**config.mk**
```make
export PLATFORM = sky130hd
export DESIGN_NAME = cfg_window_gate
export DESIGN_NICKNAME = d
export VERILOG_FILES = /design/src/rtl/cfg_window_pkg.sv /design/src/rtl/cfg_unlock_fsm.sv /design/src/rtl/cfg_reg_store.sv /design/src/rtl/cfg_read_mux.sv /design/src/rtl/cfg_window_gate.sv
export SDC_FILE = /design/constraint.sdc
export NUM_CORES = 1
export LEC_CHECK = 0
export ABC_AREA = 1
export BUFFER_PORTS_ARGS = -buffer_cell sky130_fd_sc_hd__buf_4
export CAP_MARGIN = 40
export CORE_ASPECT_RATIO = 0.6
export CORE_MARGIN = 2
export CORE_UTILIZATION = 35
export DETAILED_ROUTE_END_ITERATION = 6
export PLACE_DENSITY_LB_ADDON = 0.15
export SKIP_CTS_REPAIR_TIMING = 1
export SLEW_MARGIN = 20
export SYNTH_ARGS = -nofsm -noshare
export SYNTH_HDL_FRONTEND = slang
export SYNTH_SLANG_ARGS = --single-unit
```
**constraint.sdc**
```tcl
create_clock -name clk -period 1.4 [get_ports clk]
set_clock_uncertainty 0.1 [all_clocks]
set_input_delay 0.28 -clock clk [delete_from_list [all_inputs] [get_ports clk]]
set_output_delay 0.28 -clock clk [all_outputs]
set_load 0.01 [all_outputs]
```
**src/rtl/cfg_window_pkg.sv**
```systemverilog
package cfg_window_pkg;

    typedef enum logic [1:0] {
        ST_LOCKED = 2'd0,
        ST_SEEN1  = 2'd1,
        ST_SEEN2  = 2'd2,
        ST_OPEN   = 2'd3
    } gate_state_t;

    // Offsets whose meaning the host relies on
    localparam int unsigned OFS_RDT   = 0;  // read-cycle timing
    localparam int unsigned OFS_WRT   = 1;  // write-cycle timing, also the unlock read offset
    localparam int unsigned OFS_KEY   = 2;  // key write offset
    localparam int unsigned OFS_CTRL  = 3;  // control
    localparam int unsigned OFS_VER   = 5;  // version, read-only
    localparam int unsigned OFS_MISC  = 6;  // misc / bank pick

    localparam logic [7:0] KEY_OPEN  = 8'h03;
    localparam logic [7:0] KEY_CLOSE = 8'h83;

endpackage

```
**src/rtl/cfg_unlock_fsm.sv**
```systemverilog
module cfg_unlock_fsm
    import cfg_window_pkg::*;
#(
    parameter int unsigned OFS_W = 3,
    parameter int unsigned REG_W = 8
) (
    input  logic             clk,
    input  logic             rst_n,
    input  logic [OFS_W-1:0] io_offset,
    input  logic             rd_stb,
    input  logic             wr_stb,
    input  logic             wide,
    input  logic [REG_W-1:0] wr_data,
    output logic             open_o
);

    localparam logic [OFS_W-1:0] RD_OFS  = OFS_W'(OFS_WRT);
    localparam logic [OFS_W-1:0] KEY_OFS = OFS_W'(OFS_KEY);

    gate_state_t state_q, state_d;

    logic any_acc;
    logic ev_rd1;
    logic ev_key_open;
    logic ev_key_close;

    always_comb begin
        any_acc      = rd_stb | wr_stb;
        ev_rd1       = rd_stb && !wr_stb && wide && (io_offset == RD_OFS);
        ev_key_open  = wr_stb && !wide && (io_offset == KEY_OFS)
                       && (wr_data[7:0] == KEY_OPEN);
        ev_key_close = wr_stb && !wide && (io_offset == KEY_OFS)
                       && (wr_data[7:0] == KEY_CLOSE);
    end

    // state register
    always_ff @(posedge clk or negedge rst_n) begin
        if (!rst_n) begin
            state_q <= ST_LOCKED;
        end else begin
            state_q <= state_d;
        end
    end

    // next state
    always_comb begin
        state_d = state_q;
        unique case (state_q)
            ST_LOCKED: begin
                if (ev_rd1) state_d = ST_SEEN1;            // first-read
            end
            ST_SEEN1: begin
                if (ev_rd1)       state_d = ST_SEEN2;      // second-read
                else if (any_acc) state_d = ST_LOCKED;     // break
            end
            ST_SEEN2: begin
                if (ev_key_open)  state_d = ST_OPEN;       // key-open
                else if (any_acc) state_d = ST_LOCKED;     // break
            end
            ST_OPEN: begin
                if (ev_key_close) state_d = ST_LOCKED;     // key-close
            end
            default: state_d = ST_LOCKED;
        endcase
    end

    // outputs
    always_comb begin
        open_o = (state_q == ST_OPEN);
    end

endmodule

```
**src/rtl/cfg_reg_store.sv**
```systemverilog
module cfg_reg_store
    import cfg_window_pkg::*;
#(
    parameter int unsigned OFS_W = 3,
    parameter int unsigned REG_W = 8,
    parameter int unsigned NBANK = 2
) (
    input  logic             clk,
    input  logic             rst_n,
    input  logic             open_i,
    input  logic             wr_stb,
    input  logic [OFS_W-1:0] io_offset,
    input  logic [REG_W-1:0] wr_data,
    output logic [REG_W-1:0] rdt_o,
    output logic [REG_W-1:0] wrt_o,
    output logic [REG_W-1:0] ctrl_o,
    output logic [REG_W-1:0] misc_o
);

    localparam int unsigned BSEL_W = (NBANK > 1) ? $clog2(NBANK) : 1;

    logic [REG_W-1:0] ctrl_q, misc_q;
    logic [REG_W-1:0] rdt_q [NBANK];
    logic [REG_W-1:0] wrt_q [NBANK];
    logic             bank_en;
    logic [BSEL_W-1:0] bank_idx;
    logic             we;

    always_comb begin
        we       = open_i && wr_stb;
        bank_en  = (ctrl_q[REG_W-1 -: 2] == 2'b11);
        bank_idx = bank_en ? misc_q[BSEL_W-1:0] : '0;
    end

    always_ff @(posedge clk or negedge rst_n) begin
        if (!rst_n) begin
            ctrl_q <= '0;
            misc_q <= '0;
        end else if (we) begin
            if (io_offset == OFS_W'(OFS_CTRL)) ctrl_q <= wr_data;
            if (io_offset == OFS_W'(OFS_MISC)) misc_q <= wr_data;
        end
    end

    for (genvar b = 0; b < NBANK; b++) begin : g_bank
        always_ff @(posedge clk or negedge rst_n) begin
            if (!rst_n) begin
                rdt_q[b] <= '0;
                wrt_q[b] <= '0;
            end else if (we && (bank_idx == BSEL_W'(b))) begin
                if (io_offset == OFS_W'(OFS_RDT)) rdt_q[b] <= wr_data;
                if (io_offset == OFS_W'(OFS_WRT)) wrt_q[b] <= wr_data;
            end
        end
    end

    always_comb begin
        rdt_o  = rdt_q[bank_idx];
        wrt_o  = wrt_q[bank_idx];
        ctrl_o = ctrl_q;
        misc_o = misc_q;
    end

endmodule

```
**src/rtl/cfg_read_mux.sv**
```systemverilog
module cfg_read_mux
    import cfg_window_pkg::*;
#(
    parameter int unsigned OFS_W   = 3,
    parameter int unsigned REG_W   = 8,
    parameter logic [7:0]  VERSION = 8'h00
) (
    input  logic             open_i,
    input  logic [OFS_W-1:0] io_offset,
    input  logic [REG_W-1:0] rdt_i,
    input  logic [REG_W-1:0] wrt_i,
    input  logic [REG_W-1:0] ctrl_i,
    input  logic [REG_W-1:0] misc_i,
    output logic [OFS_W-1:0] sel_o,
    output logic [REG_W-1:0] rdata_o
);

    always_comb begin
        sel_o   = open_i ? io_offset : '0;
        rdata_o = '0;
        if (open_i) begin
            case (int'(io_offset))
                OFS_RDT:  rdata_o = rdt_i;
                OFS_WRT:  rdata_o = wrt_i;
                OFS_CTRL: rdata_o = ctrl_i;
                OFS_VER:  rdata_o = REG_W'(VERSION);
                OFS_MISC: rdata_o = misc_i;
                default:  rdata_o = '0;
            endcase
        end
    end

endmodule

```
**src/rtl/cfg_window_gate.sv**
```systemverilog
module cfg_window_gate
    import cfg_window_pkg::*;
#(
    parameter int unsigned OFS_W   = 3,
    parameter int unsigned REG_W   = 8,
    parameter int unsigned NBANK   = 2,
    parameter logic [7:0]  VERSION = 8'h00
) (
    input  logic             clk,
    input  logic             rst_n,
    input  logic [OFS_W-1:0] io_offset,
    input  logic             rd_stb,
    input  logic             wr_stb,
    input  logic             wide,
    input  logic [REG_W-1:0] wr_data,
    output logic             win_open,
    output logic [OFS_W-1:0] cfg_sel,
    output logic [REG_W-1:0] cfg_rdata
);

    logic             open_w;
    logic [REG_W-1:0] rdt_w, wrt_w, ctrl_w, misc_w;

    cfg_unlock_fsm #(.OFS_W(OFS_W), .REG_W(REG_W)) u_fsm (
        .clk       (clk),
        .rst_n     (rst_n),
        .io_offset (io_offset),
        .rd_stb    (rd_stb),
        .wr_stb    (wr_stb),
        .wide      (wide),
        .wr_data   (wr_data),
        .open_o    (open_w)
    );

    cfg_reg_store #(.OFS_W(OFS_W), .REG_W(REG_W), .NBANK(NBANK)) u_regs (
        .clk       (clk),
        .rst_n     (rst_n),
        .open_i    (open_w),
        .wr_stb    (wr_stb),
        .io_offset (io_offset),
        .wr_data   (wr_data),
        .rdt_o     (rdt_w),
        .wrt_o     (wrt_w),
        .ctrl_o    (ctrl_w),
        .misc_o    (misc_w)
    );

    cfg_read_mux #(.OFS_W(OFS_W), .REG_W(REG_W), .VERSION(VERSION)) u_mux (
        .open_i    (open_w),
        .io_offset (io_offset),
        .rdt_i     (rdt_w),
        .wrt_i     (wrt_w),
        .ctrl_i    (ctrl_w),
        .misc_i    (misc_w),
        .sel_o     (cfg_sel),
        .rdata_o   (cfg_rdata)
    );

    assign win_open = open_w;

endmodule

```
=== Yosys cells after proc, flatten, opt, wreduce, memory -nomap -nowiden ===
Cells that the tools add are included.

* Register bits after elaboration: 50
* Bits of input ports: 16

* $lt $le $gt $ge: 1
* Eq/ne operators: 12
* Mux-type cells: 16
* Bitwise operators: 3
* Reduce and logical (&&, ||, !) cells: 21

{| class="wikitable"
|+ Operator list
! cell !! number
|-
| $mux 8 || 7
|-
| $pmux 8 s4 || 1
|-
| $reduce_and 2->1 || 7
|-
| $logic_and 1x1->1 || 10
|-
| $mux 2 || 5
|-
| $eq 8x2->1 const B || 1
|-
| $eq 8x8->1 const B || 1
|-
| $pmux 2 s4 || 1
|-
| $eq 2x2->1 const B || 3
|-
| $eq 3x2->1 const B || 2
|-
| $eq 3x1->1 const B || 1
|-
| $eq 3x3->1 const B || 1
|-
| $logic_not 3->1 || 1
|-
| $mux 3 || 1
|-
| $eq 2x1->1 const B || 1
|-
| $ge 2x2->1 const B || 1
|-
| $logic_not 1->1 || 2
|-
| $logic_not 2->1 || 1
|-
| $ne 2x1->1 const B || 1
|-
| $ne 2x2->1 const B || 1
|-
| $not 1->2 || 1
|-
| $mux 1 || 1
|-
| $not 1->1 || 1
|-
| $or 1x1->1 || 1
|}

=== Depth between registers and ports, before layout ===
* Word-level depth: 8
* Gate-level depth with buffers: 10

=== Hierarchy ===
Synthesis repeated with hierarchy kept, for this count alone.

* Cell total of the unflattened synthesis: 395
* Area total of the unflattened synthesis: 3,010.4 um^2

{| class="wikitable"
|+ Modules (own cells, without submodules)
! module !! times used !! cells an instance !! area an instance (um^2)
|-
| cfg_reg_store || 1 || 268 || 2,317.2
|-
| cfg_read_mux || 1 || 81 || 442.9
|-
| cfg_unlock_fsm || 1 || 46 || 250.2
|}

=== Worst setup path before layout ===
No wires, ideal clock.

* Path type: flip-flop to output port
* Start: register u_regs.ctrl_q[7] (netlist: u_regs.ctrl_o[7])
* End: output port cfg_rdata[3]
* Arrival time: 1,205 ps
* Required time: 1,020 ps
* Path slack: -185 ps
* Stages on the path, launching flop included: 9
* Path buffers: 1
* Cells stage by stage: dfrtp_1 -> nand3_2 -> clkbuf_1 -> nor2_1 -> nor2_1 -> o21ai_0 -> nand3_1 -> nand2_1 -> inv_1

* Longest elaborated chain between the ends: 8

{| class="wikitable"
|+ RTL lines
! element !! line !! text
|-
| start, declared || cfg_reg_store.sv:22 || <nowiki>logic [REG_W-1:0] ctrl_q, misc_q;</nowiki>
|-
| start signal, assigned || cfg_reg_store.sv:40 || <nowiki>if (io_offset == OFS_W'(OFS_CTRL)) ctrl_q <= wr_data;</nowiki>
|-
| $eq 2x2->1 (*) || cfg_reg_store.sv:31 || <nowiki>bank_en = (ctrl_q[REG_W-1 -: 2] == 2'b11);</nowiki>
|-
| $mux 1 (*) || cfg_reg_store.sv:32 || <nowiki>bank_idx = bank_en ? misc_q[BSEL_W-1:0] : '0;</nowiki>
|-
| $not 1->2 (implied by the code) (*) || cfg_reg_store.sv:58, cfg_reg_store.sv:59 ||
|-
| $mux 8, on equally long branches (3 in series) || cfg_reg_store.sv:59, cfg_reg_store.sv:58 ||
|-
| $pmux 8 s4 (*) || cfg_read_mux.sv:22 || <nowiki>case (int'(io_offset))</nowiki>
|-
| $mux 8 (*) || cfg_read_mux.sv:21 || <nowiki>if (open_i) begin</nowiki>
|-
| end, declared || cfg_window_gate.sv:18 || <nowiki>output logic [REG_W-1:0] cfg_rdata</nowiki>
|}

Every way passes the cells marked *; elsewhere a longest branch is shown, timed or not. The select of a mux whose other input is x is not followed.

=== Final worst setup path ===
* Start: register u_regs.ctrl_q[7] (netlist: u_regs.ctrl_o[7])
* End: output port cfg_rdata[0]

The elaborated chain is that of the path after synthesis.

==> run_summary.xml <==
<?xml version="1.0" encoding="UTF-8"?>
<metrics>
  <group name="status">
    <metric name="violations" unit="">negative setup slack</metric>
    <metric name="status" unit="">finished with violations</metric>
  </group>
  <group name="worst_setup_path">
    <metric name="timing.reg2reg.setup_slack" unit="ns">-0.22</metric>
    <metric name="reg2regPathDepth" unit="">7</metric>
    <metric name="timing.critical_path.from_type" unit="">flop</metric>
    <metric name="critPathArrivalTime" unit="ns">1.54</metric>
    <metric name="slowest_stage" unit="">dfrtp_1</metric>
    <metric name="critPathMaxStageDelay" unit="ns">0.41</metric>
    <metric name="cp_data_required_time" unit="ns">1.02</metric>
    <metric name="worst_r2r_endpoint" unit="">u_regs.wrt_q[15]</metric>
    <metric name="critical_path_class" unit="">flop to primary output</metric>
    <metric name="worst-path-max-fanout" unit="">9</metric>
    <metric name="worstPathCellList" unit="">nand3_4 -&gt; inv_1 -&gt; o21ai_0 -&gt; nand3_1 -&gt; nand2_1 -&gt; inv_2 -&gt; buf_4</metric>
    <metric name="crit_path_end_kind" unit="">primary output</metric>
    <metric name="critical_path.top_delay_family" unit="">flip-flops</metric>
    <metric name="crit_buf_inv" unit="">3</metric>
    <metric name="timing.rr.start" unit="">u_regs.ctrl_o[7]</metric>
  </group>
  <group name="timing">
    <metric name="worstMarginPinSlew" unit="ns">0.2940</metric>
    <metric name="timing.max_slew.rel_slack" unit="">0.8038</metric>
    <metric name="post-route-min-period" unit="ns">1.917</metric>
    <metric name="fin_crit_sh" unit="">1.369</metric>
    <metric name="max_freq" unit="GHz">0.5217</metric>
    <metric name="fin_ws" unit="ns">-0.5167</metric>
    <metric name="final_hold_viol_count" unit="">0</metric>
    <metric name="grt_setup_unrepaired" unit="">yes</metric>
    <metric name="whs" unit="ns">0.1034</metric>
    <metric name="finalSetupViolCount" unit="">44</metric>
    <metric name="report.final.slew_viol_count" unit="">0</metric>
  </group>
  <group name="synthesis">
    <metric name="synth.avg_cell_area" unit="sq um">8.123</metric>
    <metric name="post-synth-top-count-cell" unit="">nand2_1</metric>
    <metric name="number_of_nets_in_the_synthesized_netlist" unit="">345</metric>
    <metric name="synthTopCellsByCount" unit="">73 x nand2_1, 50 x dfrtp_1, 47 x inv_1</metric>
    <metric name="synth_area" unit="sq um">2673</metric>
    <metric name="yosys_register_bits" unit="">50</metric>
    <metric name="yosys_warn_count" unit="">0</metric>
    <metric name="instance_count_of_the_mapped_netlist" unit="">329</metric>
    <metric name="yosys-top-cells-area" unit="">dfrtp_1 47%, nand2_1 10%, inv_1 6.6%</metric>
    <metric name="post_synthesis_cell_type_count" unit="">24</metric>
    <metric name="synthArstFlopShare" unit="">1.000</metric>
    <metric name="synth_top_cell_by_area" unit="">dfrtp_1</metric>
    <metric name="primary_ff_master_synth" unit="">dfrtp_1</metric>
    <metric name="synth_enable_flop_cells" unit="">0</metric>
    <metric name="seq_area_frac_synth" unit="">0.4682</metric>
    <metric name="netlist.area_leader.share" unit="">0.4682</metric>
  </group>
  <group name="routing">
    <metric name="routed_wire_length_per_instance" unit="microns">14.13</metric>
    <metric name="finalWirelength" unit="microns">6964</metric>
    <metric name="detail_route.vias_per_cell" unit="">4.688</metric>
    <metric name="vias" unit="">2311</metric>
    <metric name="detailedRoute.firstIterationViolations" unit="">105</metric>
    <metric name="drt_pass1_iterations" unit="">4</metric>
    <metric name="post-route-drc-count" unit="">0</metric>
    <metric name="ant_nets" unit="">0</metric>
  </group>
  <group name="clocking">
    <metric name="clock_tree.root_cell" unit="">clkbuf_16</metric>
    <metric name="cts-htree-levels" unit="">2</metric>
    <metric name="tritoncts_num_sinks" unit="">50</metric>
    <metric name="clock_insertion_delay_worst_skew" unit="ns">0.30</metric>
    <metric name="cts_buffer_depth" unit="">2</metric>
    <metric name="clk_pin_slew_worst_paths" unit="ns">0.07</metric>
    <metric name="cts_tree" unit="">yes</metric>
    <metric name="cts_made_buffers" unit="">5</metric>
  </group>
  <group name="layout">
    <metric name="flow.area_growth_from_synthesis" unit="%">36.19</metric>
    <metric name="drive_gt1_frac" unit="">0.3496</metric>
    <metric name="diodes" unit="">0</metric>
    <metric name="layoutNonFillerInstCount" unit="">493</metric>
    <metric name="design.final.nets" unit="">404</metric>
  </group>
  <group name="floorplanning">
    <metric name="placeableCoreArea" unit="sq um">7327</metric>
    <metric name="floorplan.die.width" unit="microns">116.8</metric>
    <metric name="chipHeight" unit="microns">71.69</metric>
    <metric name="fp-row-count" unit="">24</metric>
    <metric name="die_area" unit="sq um">8374</metric>
    <metric name="top_level_ports" unit="">28</metric>
    <metric name="initial_cell_density_of_the_core" unit="">0.3648</metric>
  </group>
  <group name="global_routing">
    <metric name="grt_start_max_net_pins" unit="">24</metric>
    <metric name="grt_util_all_layers" unit="">0.1773</metric>
    <metric name="grt.busiest_layer" unit="">met1</metric>
    <metric name="use_met2" unit="">0.2351</metric>
    <metric name="grtUsageMet3" unit="">0.04399</metric>
    <metric name="grt_pass1_vias" unit="">2130</metric>
    <metric name="grt_remaining_overflow" unit="">0</metric>
    <metric name="gr-usage-met1" unit="">0.2797</metric>
    <metric name="grt_antenna_before_repair" unit="">0</metric>
    <metric name="wire_length_of_the_first_global_routing_pass" unit="microns">11150</metric>
  </group>
  <group name="placement">
    <metric name="place_inst" unit="">474</metric>
    <metric name="gpl.final_weighted_congestion" unit="">0.8265</metric>
    <metric name="placement.io_buffers" unit="">27</metric>
    <metric name="place.detailed.hpwl" unit="microns">5113</metric>
  </group>
  <group name="worst_hold_path">
    <metric name="worst_hold_startpoint" unit="">wr_data[5]</metric>
    <metric name="whs_path_cells" unit="">3</metric>
    <metric name="timing.hold.worst.class" unit="">input pin to flop</metric>
    <metric name="hold_end" unit="">u_regs.misc_o[5]</metric>
  </group>
  <group name="power">
    <metric name="static_leakage" unit="nW">1.794</metric>
    <metric name="irDropWorstVdd" unit="uV">557.5</metric>
    <metric name="power_per_cell_area" unit="nW/um^2">894.1</metric>
  </group>
  <group name="run">
    <metric name="timing.max_cap.violations" unit="">0</metric>
  </group>
</metrics>
cell families after synthesis:
kind of cell	count (synthesis)	share of synthesized area
compound gates	75	0.1704
buf+inv	62	0.1039
flops	50	0.4682
simple gates	142	0.2575
worst min-delay path, cell delays in order:
cell,delay [ns]
buf_4,0.09
nand2_1,0.04
o21ai_0,0.06
final cells by class:
type / instances / area, sq um
clock buffers: 5 / 125.1
clock inverters: 3 / 21.27
fillers: 732 / 3687
inverters: 50 / 190.2
multi-input cells: 219 / 1296
flip-flops and latches: 50 / 1251
well taps: 104 / 130.1
repair buffers: 62 / 625.6
worst max-delay path by stage:
stage / startpoint / end / cells past startpoint
floorplan: io_offset[0] / cfg_rdata[0] / 6
global placement: io_offset[1] / cfg_rdata[5] / 9
detailed placement: io_offset[2] / cfg_rdata[0] / 9
CTS: u_regs.misc_o[0] / cfg_rdata[7] / 7
global route: u_regs.ctrl_o[6] / cfg_rdata[3] / 9
finish: u_regs.ctrl_o[7] / cfg_rdata[0] / 7
through the flow:
| stage | instance area [sq um] | setup TNS [ns] | setup slack (ns) | total power, mW | util |
|---|---|---|---|---|---|
| after floorplan | 2690 | -0.9544 | -0.1193 | 1.801 | - |
| after global placement | 3211 | -7.830 | -0.2869 | 2.020 | 0.4382 |
| after detailed placement | 3211 | -8.614 | -0.2904 | 2.024 | 0.4382 |
| after CTS | 3357 | -9.140 | -0.5723 | 3.256 | 0.4582 |
| after global routing | 3640 | -13.04 | -0.6493 | 3.418 | 0.4968 |
| final | 3640 | -9.463 | -0.5167 | 3.254 | 0.4968 |
cells in the final DEF (no fill, tap or decap), types with 2 or more instances in the layout:
cell type / synthesis / layout
nor2_2: 0 / 3
dfrtp_1: 50 / 50
buf_6: 4 / 10
inv_2: 3 / 10
nand3_2: 3 / 2
o21ai_2: 16 / 22
o21ai_1: 18 / 14
nand2_4: 3 / 4
nand2_8: 0 / 4
nor2_1: 28 / 21
buf_4: 3 / 41
nor2_4: 3 / 7
o211ai_1: 8 / 8
buf_12: 0 / 9
nand3_4: 1 / 2
nand4_1: 8 / 8
inv_1: 47 / 39
nand3_1: 12 / 12
nand2_2: 7 / 9
nand2_1: 73 / 68
clkbuf_16: 0 / 5
o21ai_0: 33 / 31
flip-flops by register name (all words and copies together), names as in the netlist:
| register | flops |
|---|---|
| u_regs.misc_o | 8 |
| u_regs.ctrl_o | 8 |
| u_regs.wrt_q | 16 |
| u_fsm.state_q | 2 |
| u_regs.rdt_q | 16 |
power breakdown:
part / leakage [nW] / total [mW] / switching (mW) / internal [mW]
sequential: 0.655 / 1.55 / 0.0372 / 1.52
combinational: 1.07 / 0.470 / 0.272 / 0.198
clock: 0.0698 / 1.23 / 0.567 / 0.663
total: 1.79 / 3.25 / 0.877 / 2.38
per-layer routing:
metal | share of wire | up-vias
met5 | 0 | -
met4 | 0.012 | 0
met3 | 0.039 | 8
met2 | 0.39 | 38
met1 | 0.55 | 1087
li1 | - | 1178
No activity file was read; power rests on OpenSTA's default activity.
